==> config.mk <==
export PLATFORM = sky130hd
export DESIGN_NAME = tdm_bit_advance
export DESIGN_NICKNAME = d
export VERILOG_FILES = /design/src/rtl/tdm_bit_advance.sv
export SDC_FILE = /design/constraint.sdc
export NUM_CORES = 1
export LEC_CHECK = 0
export CORE_UTILIZATION = 60
export CTS_BUF_LIST = sky130_fd_sc_hd__clkbuf_2
export DETAILED_ROUTE_END_ITERATION = 8
export PLACE_DENSITY = 0.86
export SLEW_MARGIN = 15
export SYNTH_ARGS = -nofsm -noshare
export SYNTH_HDL_FRONTEND = slang
export SYNTH_SLANG_ARGS = --single-unit
==> constraint.sdc <==
create_clock -name clk -period 7.7 [get_ports clk]
set_input_delay 1.54 -clock clk [delete_from_list [all_inputs] [get_ports clk]]
set_output_delay 1.54 -clock clk [all_outputs]
set_load 0.05 [all_outputs]
==> src/rtl/tdm_bit_advance.sv <==
module tdm_bit_advance #(
  parameter int CHANNELS = 256,
  localparam int CH_W = $clog2(CHANNELS)
) (
  input  logic            clk,
  input  logic            rst_n,
  input  logic            frame_pulse,
  input  logic            rate_sel,
  input  logic [1:0]      adv_code,
  output logic            bit_strobe,
  output logic            frame_start,
  output logic [CH_W-1:0] chan,
  output logic [2:0]      bit_idx
);
  localparam int POS_W = CH_W + 6;

  logic [POS_W-1:0] ref_pos;
  logic             rate_q;
  logic [1:0]       code_q;

  wire [POS_W-1:0] wrap_mask = rate_q ? {1'b0, {(POS_W-1){1'b1}}} : {POS_W{1'b1}};
  wire [POS_W-1:0] adv_clks  = rate_q ? POS_W'(code_q) : POS_W'({code_q, 1'b0});
  wire [POS_W-1:0] adv_pos   = (ref_pos + adv_clks) & wrap_mask;

  always_ff @(posedge clk) begin
    if (!rst_n) begin
      ref_pos <= '0;
      rate_q  <= 1'b0;
      code_q  <= 2'b01;
    end else if (frame_pulse) begin
      ref_pos <= '0;
      rate_q  <= rate_sel;
      code_q  <= adv_code;
    end else begin
      ref_pos <= (ref_pos + POS_W'(1)) & wrap_mask;
    end
  end

  assign bit_strobe  = rate_q ? (adv_pos[1:0] == 2'd0) : (adv_pos[2:0] == 3'd0);
  assign bit_idx     = 3'd7 - (rate_q ? adv_pos[4:2] : adv_pos[5:3]);
  assign chan        = rate_q ? adv_pos[POS_W-2:5] : adv_pos[POS_W-1:6];
  assign frame_start = (adv_pos == '0);

  logic [3:0] gap;
  logic       seen_strobe, pulse_since;

  always_ff @(posedge clk) begin
    if (!rst_n) begin
      gap         <= '0;
      seen_strobe <= 1'b0;
      pulse_since <= 1'b0;
    end else if (bit_strobe) begin
      gap         <= 4'd1;
      seen_strobe <= 1'b1;
      pulse_since <= frame_pulse;
    end else begin
      gap         <= (gap == 4'd15) ? gap : gap + 4'd1;
      pulse_since <= pulse_since | frame_pulse;
    end
  end

  a_r2_bit_period: assert property (@(posedge clk) disable iff (!rst_n)
    (bit_strobe && seen_strobe && !pulse_since) |-> (gap == (rate_q ? 4'd4 : 4'd8)));

  a_r1_frame_start_pos: assert property (@(posedge clk) disable iff (!rst_n)
    frame_start |-> (bit_strobe && chan == '0 && bit_idx == 3'd7));

  a_r4_fields_hold: assert property (@(posedge clk) disable iff (!rst_n)
    (!bit_strobe && !$past(frame_pulse)) |-> ($stable(chan) && $stable(bit_idx)));

  a_r5_frame_wrap: assert property (@(posedge clk) disable iff (!rst_n)
    (frame_start && !$past(frame_pulse)) |->
      ($past(chan) == CH_W'(CHANNELS-1) && $past(bit_idx) == 3'd0));
endmodule

# Word level (Yosys, flattened, before mapping)
# Cells that the tools add are included.
# Widths: inputs -> output; s select.
classes:
  n_addsub: 3
  muxes: 5
  bitwise: 3
  reduce_logical: 4
op_table:
  columns: ["cell", "n"]
  rows:
  - ["$and 14x14->14", 2]
  - ["$add 14x1->14 const B", 1]
  - ["$add 14x3->14", 1]
  - ["$logic_not 14->1", 1]
  - ["$mux 14", 1]
  - ["$mux 8", 1]
  - ["$mux 3", 2]
  - ["$logic_not 3->1", 1]
  - ["$sub 3x3->3 const A", 1]
  - ["$logic_not 2->1", 1]
  - ["$reduce_or 2->1", 1]
  - ["$mux 1", 1]
  - ["$not 1->1", 1]
totals:
  register_bits: 17
  in_bits: 6
  out_inout_bits: 13
  wordCells: 18

# Logic depth before layout (Yosys ltp)
depth:
  ltp_word: 5
  ltp_mapped: 12
  ltp_nobuf: 9

# Worst setup path after synthesis
# No wires, ideal clock.
synth_path:
  path_type: "reg2out"
  startpoint: "register rate_q"
  endpoint: "output port chan[2]"
  arrival_time_ns: 3.605
  required_time_ns: 6.160
  slack_ns: 2.555
  stages_incl_launch_ff: 13
  n_path_buf: 4
  path_cell_list: "dfxtp_1 -> buf_1 -> clkbuf_1 -> mux2i_1 -> inv_1 -> ha_1 -> a211oi_2 -> or2_0 -> buf_2 -> buf_6 -> nor3_1 -> a211oi_1 -> a211oi_1"
synth_via:
  elab_chain_len: 4
synth_rtl:
  columns: ["element", "line_no", "source"]
  rows:
  - ["start, declared", "18", "logic rate_q;"]
  - ["start signal, assigned", "32", "rate_q <= rate_sel;"]
  - ["$mux 3", "22", "wire [POS_W-1:0] adv_clks = rate_q ? POS_W'(code_q) : POS_W'({code_q, 1'b0});"]
  - ["$add 14x3->14", "23", "wire [POS_W-1:0] adv_pos = (ref_pos + adv_clks) & wrap_mask;"]
  - ["$and 14x14->14", "23", null]
  - ["$mux 8 (*)", "41", "assign chan = rate_q ? adv_pos[POS_W-2:5] : adv_pos[POS_W-1:6];"]
  - ["end, declared", "12", "output logic [CH_W-1:0] chan,"]
# Every way passes the cells marked *; elsewhere a longest branch is shown, timed or not.

# Worst setup path in the final report
layout_path:
  startpoint: "register rate_q"
  endpoint: "output port frame_start"
layout_via:
  elab_chain_len: 4
  word_cells_on_any_way: 5
  classes_between: "add/sub: 1; mux: 2; bitwise: 1; reduce/logical: 1"
layout_rtl:
  columns: ["element", "line_no", "source"]
  rows:
  - ["$mux 3", "22", null]
  - ["$add 14x3->14", "23", null]
  - ["$and 14x14->14 (*)", "23", null]
  - ["$logic_not 14->1 (*)", "42", "assign frame_start = (adv_pos == '0);"]
  - ["end, declared", "11", "output logic frame_start,"]
# Marked as above.

==> metrics.log <==
INFO  metric worst-r2r-setup-slack = 5.80 ns
INFO  metric tritoncts_buffer_count = 3
INFO  metric critical_path.n_buffers_inverters = 2
INFO  metric syn-cell-area = 1488 sq um
INFO  metric rr_worst_depth = 5
INFO  metric top_usage_layer = met2
INFO  metric ys_top_cells_by_area = sky130_fd_sc_hd__dfxtp_1, sky130_fd_sc_hd__mux2i_1, sky130_fd_sc_hd__xnor2_1
INFO  metric count_of_antenna_diodes_in_the_layout = 0
INFO  metric synth-edff-count = 0
INFO  metric critical_path.endpoint_type = output port
INFO  metric synth_largest_area_cell = sky130_fd_sc_hd__dfxtp_1
INFO  metric design_area = 1622 sq um
INFO  metric rows = 17
INFO  metric clkTransAtPathRegs = 0.16 ns
INFO  metric synth-seq-cells = 17
INFO  metric io_buffer_count = 18
INFO  metric worst_skew_pair.late_latency = 0.31 ns
INFO  metric cellLeakagePower = 0.5003 nW
INFO  metric worst_setup_path_endpoint = frame_start
INFO  metric min_delay_path_depth = 1
INFO  metric postCtsHoldBufs = 0
INFO  metric synthArstFlopShare = 0
INFO  metric chipWidth = 51.80 um
INFO  metric gr-usage-met1 = 0.3867
INFO  metric fp.dieH = 51.80 um
INFO  metric globalRouteTotalUtil = 0.3011
INFO  metric drt-total-wl = 3560 um
INFO  metric cp.required = 6.16 ns
INFO  metric timing.critical_path.arrival = 4.40 ns
INFO  metric vdd_ir_drop_max = 102.9 uV
INFO  metric synthDominantCellAreaShare = 0.2288
INFO  metric clock_sink_count = 17
INFO  metric drive_gt1_frac = 0.05556
INFO  metric crit_path_top_delay_cell = sky130_fd_sc_hd__dfxtp_1
INFO  metric slew_violations = 0
INFO  metric finalCritPeriodShare = 0.7713
INFO  metric core = 2276 sq um
INFO  metric yosys.cell_count.top_type = sky130_fd_sc_hd__nor2_1
INFO  metric max_cap_violations = 0
INFO  metric status = finished, final reports clean
INFO  metric yosysWarnings = 0
INFO  metric commonest_register_cell_after_synthesis = sky130_fd_sc_hd__dfxtp_1
INFO  metric startpoint = rate_q$_SDFFE_PN0P_
INFO  metric gr-usage-met2 = 0.4805
INFO  metric crit_cells = 9
INFO  metric detailedRoute.firstIterationViolations = 77
INFO  metric crit_path_start_kind = register
INFO  metric ys_top_cells_by_count = sky130_fd_sc_hd__nor2_1, sky130_fd_sc_hd__dfxtp_1, sky130_fd_sc_hd__a21oi_1
INFO  metric drt.antenna.violating_nets = 0
INFO  metric achievable-frequency = 168.4 MHz
INFO  metric pwr_per_cell_area = 101.3 nW/um^2
INFO  metric type_of_the_setup_path_with_the_least_slack = reg -> out
INFO  metric combined_area_of_the_multi_input_logic_cells = 1005 sq um
INFO  metric worst_hold_path_type = reg -> reg
INFO  metric post_synth.cell_area_avg = 7.871 sq um
INFO  metric first_global_vias = 1332
INFO  metric setup_viol = 0
INFO  metric worstMarginPinSlew = 0.8084 ns
INFO  metric floorplan.die_area = 2683 sq um
INFO  metric area_growth_syn_to_layout = 8.999%
INFO  metric timing.setup.tns = 0 ns
INFO  metric clock-root-buffer = sky130_fd_sc_hd__clkbuf_2
INFO  metric cpLargestDelayFamily = simple AND/OR/NAND/NOR gates
INFO  metric relSlewSlack = 0.4611
INFO  metric grt_pass1_wl = 5982 um
INFO  metric synth.net_count = 200
INFO  metric detail_route.vias_per_cell = 6.363
INFO  metric groute.layer.met3.usage = 0.04386
INFO  metric place_congestion = 0.9153
INFO  metric cp_cell_sequence = mux2i_1 > inv_1 > ha_1 > a211oi_2 > or2_0 > nor3_1 > o31a_1 > nor4b_2 > clkdlybuf4s50_1
INFO  metric total_drc_errors_in_the_routed_layout = 0
INFO  metric start_util = 0.6537
INFO  metric final_net_count = 210
INFO  metric globalRoute.totalOverflow = 0
INFO  metric max_stage_delay = 0.87 ns
INFO  metric minimum_clock_period_after_layout = 5.939 ns
INFO  metric reg2reg_to = ref_pos[13]$_SDFF_PP0_
INFO  metric rsz0062_at_grt = no
INFO  metric seq_area_frac_synth = 0.2288
INFO  metric sequential_area = 340.3 sq um
INFO  metric grt_start_max_net_pins = 23
INFO  metric dp_hpwl = 2676 um
INFO  metric syn-instance-count = 189
INFO  metric post-cts-setup-buffer-count = 0
INFO  metric timing.final.hold_violations = 0
INFO  metric path_max_fanout = 22
INFO  metric post_dp_cell_area = 1602 sq um
INFO  metric reg2reg_from = ref_pos[6]$_SDFF_PP0_
INFO  metric ioPinCount = 19
INFO  metric yosysUniqueCellTypes = 51
INFO  metric post_drt_wl_per_cell = 15.75 um
INFO  metric grt_antenna_before_repair = 0
INFO  metric fill_cell_count = 185
INFO  metric detailroute.via_count = 1438
INFO  metric cts.repair.resized = 0
INFO  metric ctsHtreeMaxLevel = 1
INFO  metric clock_skew = 0.01021 ns
INFO  metric clock_tree_from_tritoncts = yes
INFO  metric clk_path_buf_depth = 2
INFO  metric first_pass_iteration_count_of_the_detailed_router = 4
[through the flow]
step,utilization,instances,worst slack [ns],total power [W],hold WS (ns)
floorplan,-,189,2.555,0.0001142,0.4445
global placement,0.7037,222,2.274,0.0001226,0.4662
detailed placement,0.7037,222,2.186,0.0001233,0.4754
CTS,0.7125,226,1.813,0.0001644,0.5112
global route,0.7125,226,1.477,0.0001704,0.5486
finish,0.7125,226,1.761,0.0001642,0.5034
[routing by layer]
layer / share of wire / vias to the layer above
met3: 0.058 / 10
met1: 0.46 / 654
met2: 0.46 / 69
li1: - / 705
met4: 0.024 / 0
met5: 0 / -
[worst min path at each step]
stage / from / endpoint / slack, ns
3_3_place_gp: ref_pos[0]$_SDFF_PP0_ / ref_pos[0]$_SDFF_PP0_ / 0.47
2_1_floorplan: ref_pos[0]$_SDFF_PP0_ / ref_pos[0]$_SDFF_PP0_ / 0.44
5_1_grt: ref_pos[0]$_SDFF_PP0_ / ref_pos[0]$_SDFF_PP0_ / 0.55
3_5_place_dp: ref_pos[0]$_SDFF_PP0_ / ref_pos[0]$_SDFF_PP0_ / 0.48
6_report: ref_pos[0]$_SDFF_PP0_ / ref_pos[0]$_SDFF_PP0_ / 0.50
4_1_cts: ref_pos[0]$_SDFF_PP0_ / ref_pos[0]$_SDFF_PP0_ / 0.51
[placed cells by master (no fill, tap or decap), types with 3 or more instances in the layout]
cell and instances:
sky130_fd_sc_hd__nand3_1 5, sky130_fd_sc_hd__inv_1 11, sky130_fd_sc_hd__nand2_1 7, sky130_fd_sc_hd__nor2_1 19, sky130_fd_sc_hd__clkbuf_2 4, sky130_fd_sc_hd__ha_1 4
sky130_fd_sc_hd__a22oi_1 5, sky130_fd_sc_hd__nor3_1 9, sky130_fd_sc_hd__nand4_1 3, sky130_fd_sc_hd__or3_1 8, sky130_fd_sc_hd__dfxtp_1 17, sky130_fd_sc_hd__a21oi_1 12
sky130_fd_sc_hd__nor2b_1 3, sky130_fd_sc_hd__o21ai_0 11, sky130_fd_sc_hd__a211oi_1 7, sky130_fd_sc_hd__xnor2_1 10, sky130_fd_sc_hd__mux2i_1 11, sky130_fd_sc_hd__clkdlybuf4s50_1 18
[worst register-to-register path, stage by stage (launching register included)]
cell,delay [ns]
sky130_fd_sc_hd__dfxtp_1,0.59
sky130_fd_sc_hd__and4_2,0.35
sky130_fd_sc_hd__nand2_1,0.21
sky130_fd_sc_hd__nor4_1,0.40
sky130_fd_sc_hd__xnor2_1,0.17
sky130_fd_sc_hd__nor3_1,0.06
[sequential cells by signal, indices dropped and copies added (netlist names)]
register  count
code_q        2
rate_q        1
ref_pos      14
[cell type report]
type | count | area share
Clock buffer | 4 | 0.01235
Inverter | 11 | 0.02546
Multi-Input combinational cell | 148 | 0.6196
Sequential cell | 17 | 0.2099
Tap cell | 28 | 0.02160
Timing Repair Buffer | 18 | 0.1111
[logic make-up after synthesis]
group | after synthesis | share of synthesized area
AOI/OAI and AO/OA | 50 | 0.2187
xor gates and xnor gates | 11 | 0.06476
adders and majority gates | 5 | 0.04710
buffers and inverters | 24 | 0.09587
DFF | 17 | 0.2288
muxes | 11 | 0.07401
and+or+nand+nor | 71 | 0.2708
[report_power, final]
part,internal (W),switching [W]
Combinational,0.0000126,0.0000168
Sequential,0.0000895,0.00000312
Clock,0.0000138,0.0000285
Note: power is estimated with default switching activity, not from simulation.
